File: config.mk
export PLATFORM = sky130hd
export DESIGN_NAME = pair_issue
export DESIGN_NICKNAME = d
export VERILOG_FILES = /design/src/rtl/pair_pkg.sv /design/src/rtl/pair_hazard.sv /design/src/rtl/pair_ctrl.sv /design/src/rtl/pair_issue.sv
export SDC_FILE = /design/constraint.sdc
export NUM_CORES = 1
export LEC_CHECK = 0
export BUFFER_PORTS_ARGS = -buffer_cell sky130_fd_sc_hd__buf_4
export CORE_AREA = 2 2 39 41
export CTS_BUF_LIST = sky130_fd_sc_hd__clkbuf_4 sky130_fd_sc_hd__clkbuf_8
export CTS_CLUSTER_DIAMETER = 60
export CTS_CLUSTER_SIZE = 25
export DETAILED_ROUTE_END_ITERATION = 7
export DIE_AREA = 0 0 41 43
export GPL_TIMING_DRIVEN = 0
export SYNTH_ARGS = -nofsm -noshare
export SYNTH_HDL_FRONTEND = slang
export SYNTH_SLANG_ARGS = --single-unit
File: constraint.sdc
create_clock -name clk -period 1.16 [get_ports clk]
set_input_delay 0.174 -clock clk [delete_from_list [all_inputs] [get_ports clk]]
set_output_delay 0.174 -clock clk [all_outputs]
set_load 0.005 [all_outputs]
File: src/rtl/pair_pkg.sv
package pair_pkg;

  localparam int CLASS_W = 4;

  typedef enum logic [CLASS_W-1:0] {
    CL_MOVE    = 4'd0,
    CL_ADDR    = 4'd1,
    CL_ALU     = 4'd2,
    CL_STACK   = 4'd3,
    CL_CMP     = 4'd4,
    CL_SHIFT   = 4'd5,
    CL_FPU_U   = 4'd6,
    CL_JUMP    = 4'd7,
    CL_BRANCH  = 4'd8,
    CL_CALL    = 4'd9,
    CL_XCHG    = 4'd10,
    CL_MUL     = 4'd11,
    CL_DIV     = 4'd12,
    CL_PUSHALL = 4'd13,
    CL_STRMOV  = 4'd14,
    CL_FPU_SOLO = 4'd15
  } insnClass_e;

  // Hazard strobes handed from the compare datapath to the issue control.
  typedef struct packed {
    logic raw;
    logic waw;
    logic laneClash;
  } hazStrobes_t;

  function automatic logic isSolo(input logic [CLASS_W-1:0] c);
    return c >= CL_MUL;
  endfunction

  function automatic logic isVOnly(input logic [CLASS_W-1:0] c);
    return (c >= CL_JUMP) && (c <= CL_XCHG);
  endfunction

  function automatic logic canPrimary(input logic [CLASS_W-1:0] c);
    return c <= CL_FPU_U;
  endfunction

  function automatic logic canSecondary(input logic [CLASS_W-1:0] c);
    return (c <= CL_CMP) || isVOnly(c);
  endfunction

endpackage

File: src/rtl/pair_hazard.sv
module pair_hazard
  import pair_pkg::*;
#(
  parameter int REG_W = 3,
  parameter int LANES = 2,
  parameter int NSRC  = 2
) (
  input  logic [REG_W-1:0]           olderDst,
  input  logic [LANES-1:0]           olderLanes,
  input  logic [REG_W-1:0]           youngerDst,
  input  logic [LANES-1:0]           youngerLanes,
  input  logic [NSRC-1:0][REG_W-1:0] youngerSrc,
  input  logic [NSRC-1:0]            youngerSrcVld,
  output hazStrobes_t                haz
);

  logic [NSRC-1:0] srcHit;
  logic olderWrites, youngerWrites, sameDst, lanesOverlap;

  for (genvar g = 0; g < NSRC; g++) begin : g_src
    assign srcHit[g] = youngerSrcVld[g] && (youngerSrc[g] == olderDst);
  end

  always_comb begin
    olderWrites   = |olderLanes;
    youngerWrites = |youngerLanes;
    sameDst       = olderDst == youngerDst;
    lanesOverlap  = |(olderLanes & youngerLanes);
    haz.raw       = olderWrites && (|srcHit);
    haz.waw       = sameDst && lanesOverlap;
    haz.laneClash = sameDst && olderWrites && youngerWrites && !lanesOverlap;
  end

endmodule

File: src/rtl/pair_ctrl.sv
module pair_ctrl
  import pair_pkg::*;
(
  input  logic               clk,
  input  logic               rst,
  input  logic               s0Valid,
  input  logic [CLASS_W-1:0] s0Class,
  input  logic               s1Valid,
  input  logic [CLASS_W-1:0] s1Class,
  input  hazStrobes_t        haz,
  output logic [1:0]         issueCount,
  output logic               uValid,
  output logic               vValid,
  output logic               vHoldsOlder
);

  logic pairOk, olderToV, singleOnly;

  always_comb begin
    pairOk = s0Valid && s1Valid
          && !haz.raw && !haz.waw && !haz.laneClash
          && !isSolo(s0Class) && !isSolo(s1Class)
          && canPrimary(s0Class) && canSecondary(s1Class);
    olderToV   = isVOnly(s0Class);
    singleOnly = s0Valid && !pairOk;
  end

  always_ff @(posedge clk) begin
    if (rst) begin
      issueCount  <= 2'd0;
      uValid      <= 1'b0;
      vValid      <= 1'b0;
      vHoldsOlder <= 1'b0;
    end else begin
      issueCount  <= pairOk ? 2'd2 : (s0Valid ? 2'd1 : 2'd0);
      uValid      <= pairOk || (singleOnly && !olderToV);
      vValid      <= pairOk || (singleOnly && olderToV);
      vHoldsOlder <= singleOnly && olderToV;
    end
  end

  p_dual_both_pipes_r2: assert property (@(posedge clk) disable iff (rst)
    (issueCount == 2'd2) == (uValid && vValid));

  p_empty_slot0_r3: assert property (@(posedge clk) disable iff (rst)
    (!$past(rst) && !$past(s0Valid)) |-> (issueCount == 2'd0 && !uValid && !vValid));

  p_raw_blocks_r4: assert property (@(posedge clk) disable iff (rst)
    (!$past(rst) && $past(haz.raw)) |-> (issueCount != 2'd2));

  p_waw_blocks_r5: assert property (@(posedge clk) disable iff (rst)
    (!$past(rst) && $past(haz.waw)) |-> (issueCount != 2'd2));

  p_lane_blocks_r6: assert property (@(posedge clk) disable iff (rst)
    (!$past(rst) && $past(haz.laneClash)) |-> (issueCount != 2'd2));

  p_solo_alone_r7: assert property (@(posedge clk) disable iff (rst)
    (!$past(rst) && $past(isSolo(s0Class) || isSolo(s1Class))) |-> (issueCount != 2'd2));

  p_vonly_not_u_r9: assert property (@(posedge clk) disable iff (rst)
    uValid |-> !$past(isVOnly(s0Class)));

  p_hold_single_r9: assert property (@(posedge clk) disable iff (rst)
    vHoldsOlder |-> (issueCount == 2'd1 && !uValid));

endmodule

File: src/rtl/pair_issue.sv
module pair_issue
  import pair_pkg::*;
#(
  parameter int REG_W = 3,
  parameter int LANES = 2
) (
  input  logic               clk,
  input  logic               rst,
  input  logic               s0Valid,
  input  logic [CLASS_W-1:0] s0Class,
  input  logic [REG_W-1:0]   s0Dst,
  input  logic [LANES-1:0]   s0Lanes,
  input  logic               s1Valid,
  input  logic [CLASS_W-1:0] s1Class,
  input  logic [REG_W-1:0]   s1SrcA,
  input  logic               s1SrcAVld,
  input  logic [REG_W-1:0]   s1SrcB,
  input  logic               s1SrcBVld,
  input  logic [REG_W-1:0]   s1Dst,
  input  logic [LANES-1:0]   s1Lanes,
  output logic [1:0]         issueCount,
  output logic               uValid,
  output logic               vValid,
  output logic               vHoldsOlder
);

  localparam int NSRC = 2;

  hazStrobes_t haz;

  pair_hazard #(.REG_W(REG_W), .LANES(LANES), .NSRC(NSRC)) u_hazard (
    .olderDst      (s0Dst),
    .olderLanes    (s0Lanes),
    .youngerDst    (s1Dst),
    .youngerLanes  (s1Lanes),
    .youngerSrc    ({s1SrcB, s1SrcA}),
    .youngerSrcVld ({s1SrcBVld, s1SrcAVld}),
    .haz           (haz)
  );

  pair_ctrl u_ctrl (
    .clk         (clk),
    .rst         (rst),
    .s0Valid     (s0Valid),
    .s0Class     (s0Class),
    .s1Valid     (s1Valid),
    .s1Class     (s1Class),
    .haz         (haz),
    .issueCount  (issueCount),
    .uValid      (uValid),
    .vValid      (vValid),
    .vHoldsOlder (vHoldsOlder)
  );

endmodule

==> results_tabular.tex <==
\begin{tabular}{lr}
\hline
Metric & Value \\
\hline
\multicolumn{2}{l}{\textbf{Run status}} \\
Run status & finished, final reports clean \\
\multicolumn{2}{l}{\textbf{GRT}} \\
Gr usage total & 0.110 \\
Maximum number of pins on one net before global-route repair & 4 \\
First-pass GRT wire length & between 1 and 1.5 mm \\
Remaining global-route overflow & 0 \\
Number of antenna violations at the first check in global routing & 0 \\
Number of global-route vias before repair & 342 \\
\multicolumn{2}{l}{\textbf{Clocking}} \\
Maximum clock insertion buffer count & 2 \\
Clock sink total & 5 \\
Clk pin slew, worst setup/hold paths & 40 ps \\
Clock tree root driver cell & clkbuf\_4 \\
Number of buffers added for setup after CTS & 0 \\
Count of cells resized by post-cts repair & 0 \\
TritonCTS buffer count & 3 \\
TritonCTS clock tree & built \\
Total of hold buffers inserted after clock tree synthesis & 0 \\
Number of H-tree levels & 1 \\
\multicolumn{2}{l}{\textbf{STA}} \\
Final-layout setup total negative slack & 0 ps \\
Post-route fraction of the period consumed by the critical path & 0.869 \\
Tightest slew margin relative to the limit & 0.747 \\
Setup repair after global routing missed its margin & false \\
Hold violation count in the final report & 0 \\
Number of pins with negative max-slew slack in the final report & 0 \\
Minimum hold slack & 187 ps \\
Measured slew at the worst slew-check pin & 376 ps \\
Minimum period implied by the final worst setup slack & 1010 ps \\
Setup-violating endpoint count in the final report & 0 \\
Peak Freq & 0.992 GHz \\
\multicolumn{2}{l}{\textbf{Setup path}} \\
Worst path cell trace & buf\_4 > o22ai\_1 > nor4\_1 > or4\_4 > o21bai\_2 \\
Library cell contributing the largest single delay on the critical path & or4\_4 \\
Crit Path Category & primary input to flip-flop \\
Data required, critical path & 1340 ps \\
Family of cells with the greatest summed delay on the critical path & simple AND/OR/NAND/NOR gates \\
Count of buffering cells on the critical path with inverters included & 1 \\
Worst path max stage delay & roughly 520 ps \\
Critical Path Start Type & primary input \\
Crit Path Max Fanout & 2 \\
Data arrival time of the critical path & 1180 ps \\
Crit. End Element & flip-flop \\
\multicolumn{2}{l}{\textbf{Yosys}} \\
Post-synthesis sequential element count & 5 \\
Average instance area after synthesis & 9.00 um2 \\
Async set or reset register ratio after synthesis & 0 \\
Netlist area before placement & 324 um2 \\
Number of nets produced by synthesis & 66 \\
Unique cell type count in the Yosys netlist & 18 \\
Count of warnings emitted by yosys & 0 \\
Cells after Synth & 36 \\
Post-synth EDFFs & 0 \\
Commonest register cell after synthesis & dfxtp\_1 \\
Portion of the post-synthesis area used by sequential elements & 0.309 \\
\multicolumn{2}{l}{\textbf{Pwr}} \\
Total power per unit cell area & 902 nW/um2 \\
Peak supply drop & 0.284 mV \\
Leakage & approximately 0.00031 uW \\
\multicolumn{2}{l}{\textbf{Layout}} \\
Share of cells above drive strength 1 & 0.541 \\
Synth-to-layout area growth & 94.2\% \\
Final std cells w/o fill & 90 \\
Antenna diode instance count & 0 \\
Final standard cell utilization of the core & 0.455 \\
Net count reported at finish & 105 \\
\multicolumn{2}{l}{\textbf{Floorplanning}} \\
Standard-cell row count & 14 \\
Die width & 41 um \\
Y dimension of the die & 43 um \\
Count of boundary I/O pins & 35 \\
Core area & roughly 1400 um2 \\
Die Outline Area & 1760 um2 \\
Initial core utilization & 0.234 \\
\multicolumn{2}{l}{\textbf{Placement}} \\
Count of port buffers added during placement & 34 \\
Gpl congestion & approximately 0.72 \\
Placed insts & 86 \\
\multicolumn{2}{l}{\textbf{Detailed routing}} \\
Vias per inst & 4.22 \\
Total number of vias & 380 \\
Starting DRC count in detailed routing & 2 \\
DRC violations left & 0 \\
Number of detailed-route iterations in the first pass & 3 \\
DRT Wirelength & 805 um \\
Antenna Nets Post-Route & 0 \\
WL/cell & 8.94 um \\
\multicolumn{2}{l}{\textbf{Worst hold path}} \\
Kind of path behind the tightest hold check & primary input to flip-flop \\
\multicolumn{2}{l}{\textbf{Flow run}} \\
Total of max-cap violations & 0 \\
\hline
\end{tabular}
registers in the layout (all words and copies together) (netlist names):
register / count
u_ctrl.vValid: 1
u_ctrl.issueCount: 2
u_ctrl.vHoldsOlder: 1
u_ctrl.uValid: 1
cells by family (layout without fill, tap and decap cells):
logic type                after synthesis  count (layout)  share of synthesized area
buffers and inverters                   2              40                     0.0232
xor gates and xnor gates               10              10                      0.270
DFF                                     5               5                      0.309
AOI/OAI and AO/OA                       7               7                      0.158
muxes                                   1               1                     0.0309
and+or+nand+nor                        11              11                      0.209
metrics by stage:
step                instance area, um2  setup slack (ps)  power (uW)
floorplan                          324              87.2         242
global placement                   599              -127         345
detailed placement                 599              -116         347
CTS                                629               140         579
global route                       629               105         606
finish                             629               152         568
report_power, final:
part	switching, uW	internal [uW]	total, uW
registers	1.71	180	182
logic	53.4	106	160
clock network	72.6	153	226
total	128	440	568
routing by layer:
layer / wire (um) / share of wire / GRT usage / vias to the layer above
met4: 16 / 0.020 / 0.0600 / 0
met2: 414 / 0.51 / 0.178 / 17
met3: 57 / 0.071 / 0.0209 / 2
met1: 317 / 0.39 / 0.128 / 158
li1: - / - / - / 203
met5: 0 / 0 / 0 / -
cell usage in the layout (no fill, tap or decap), types with 2 or more instances in the layout:
master     n
clkbuf_4   4
nor2_1     3
inv_1      2
dfxtp_1    5
nand4_1    2
xnor2_1    7
xor2_1     3
buf_4     34
a21oi_1    3
cell usage after synthesis, drive strengths merged (2+ instances only):
library cell,count,area share
xor2,3,0.081
inv,2,0.023
xnor2,7,0.19
dfxtp,5,0.31
nand4,2,0.039
nor2,3,0.035
a21oi,3,0.046
cell type report:
type / count / area (um2)
Sequential cell: 5 / 100
Timing Repair Buffer: 34 / 255
Inverter: 2 / 7.51
Tap cell: 16 / 20.0
Multi-Input combinational cell: 29 / 216
Fill cell: 156 / 754
Clock buffer: 4 / 30.0
worst paths after layout:
path,startpoint,endpoint,cells past startpoint
setup / recovery,s1Lanes[0],u_ctrl.vValid,5
hold / removal,s0Valid,u_ctrl.uValid,3
Power figures use the tool's default switching activity.
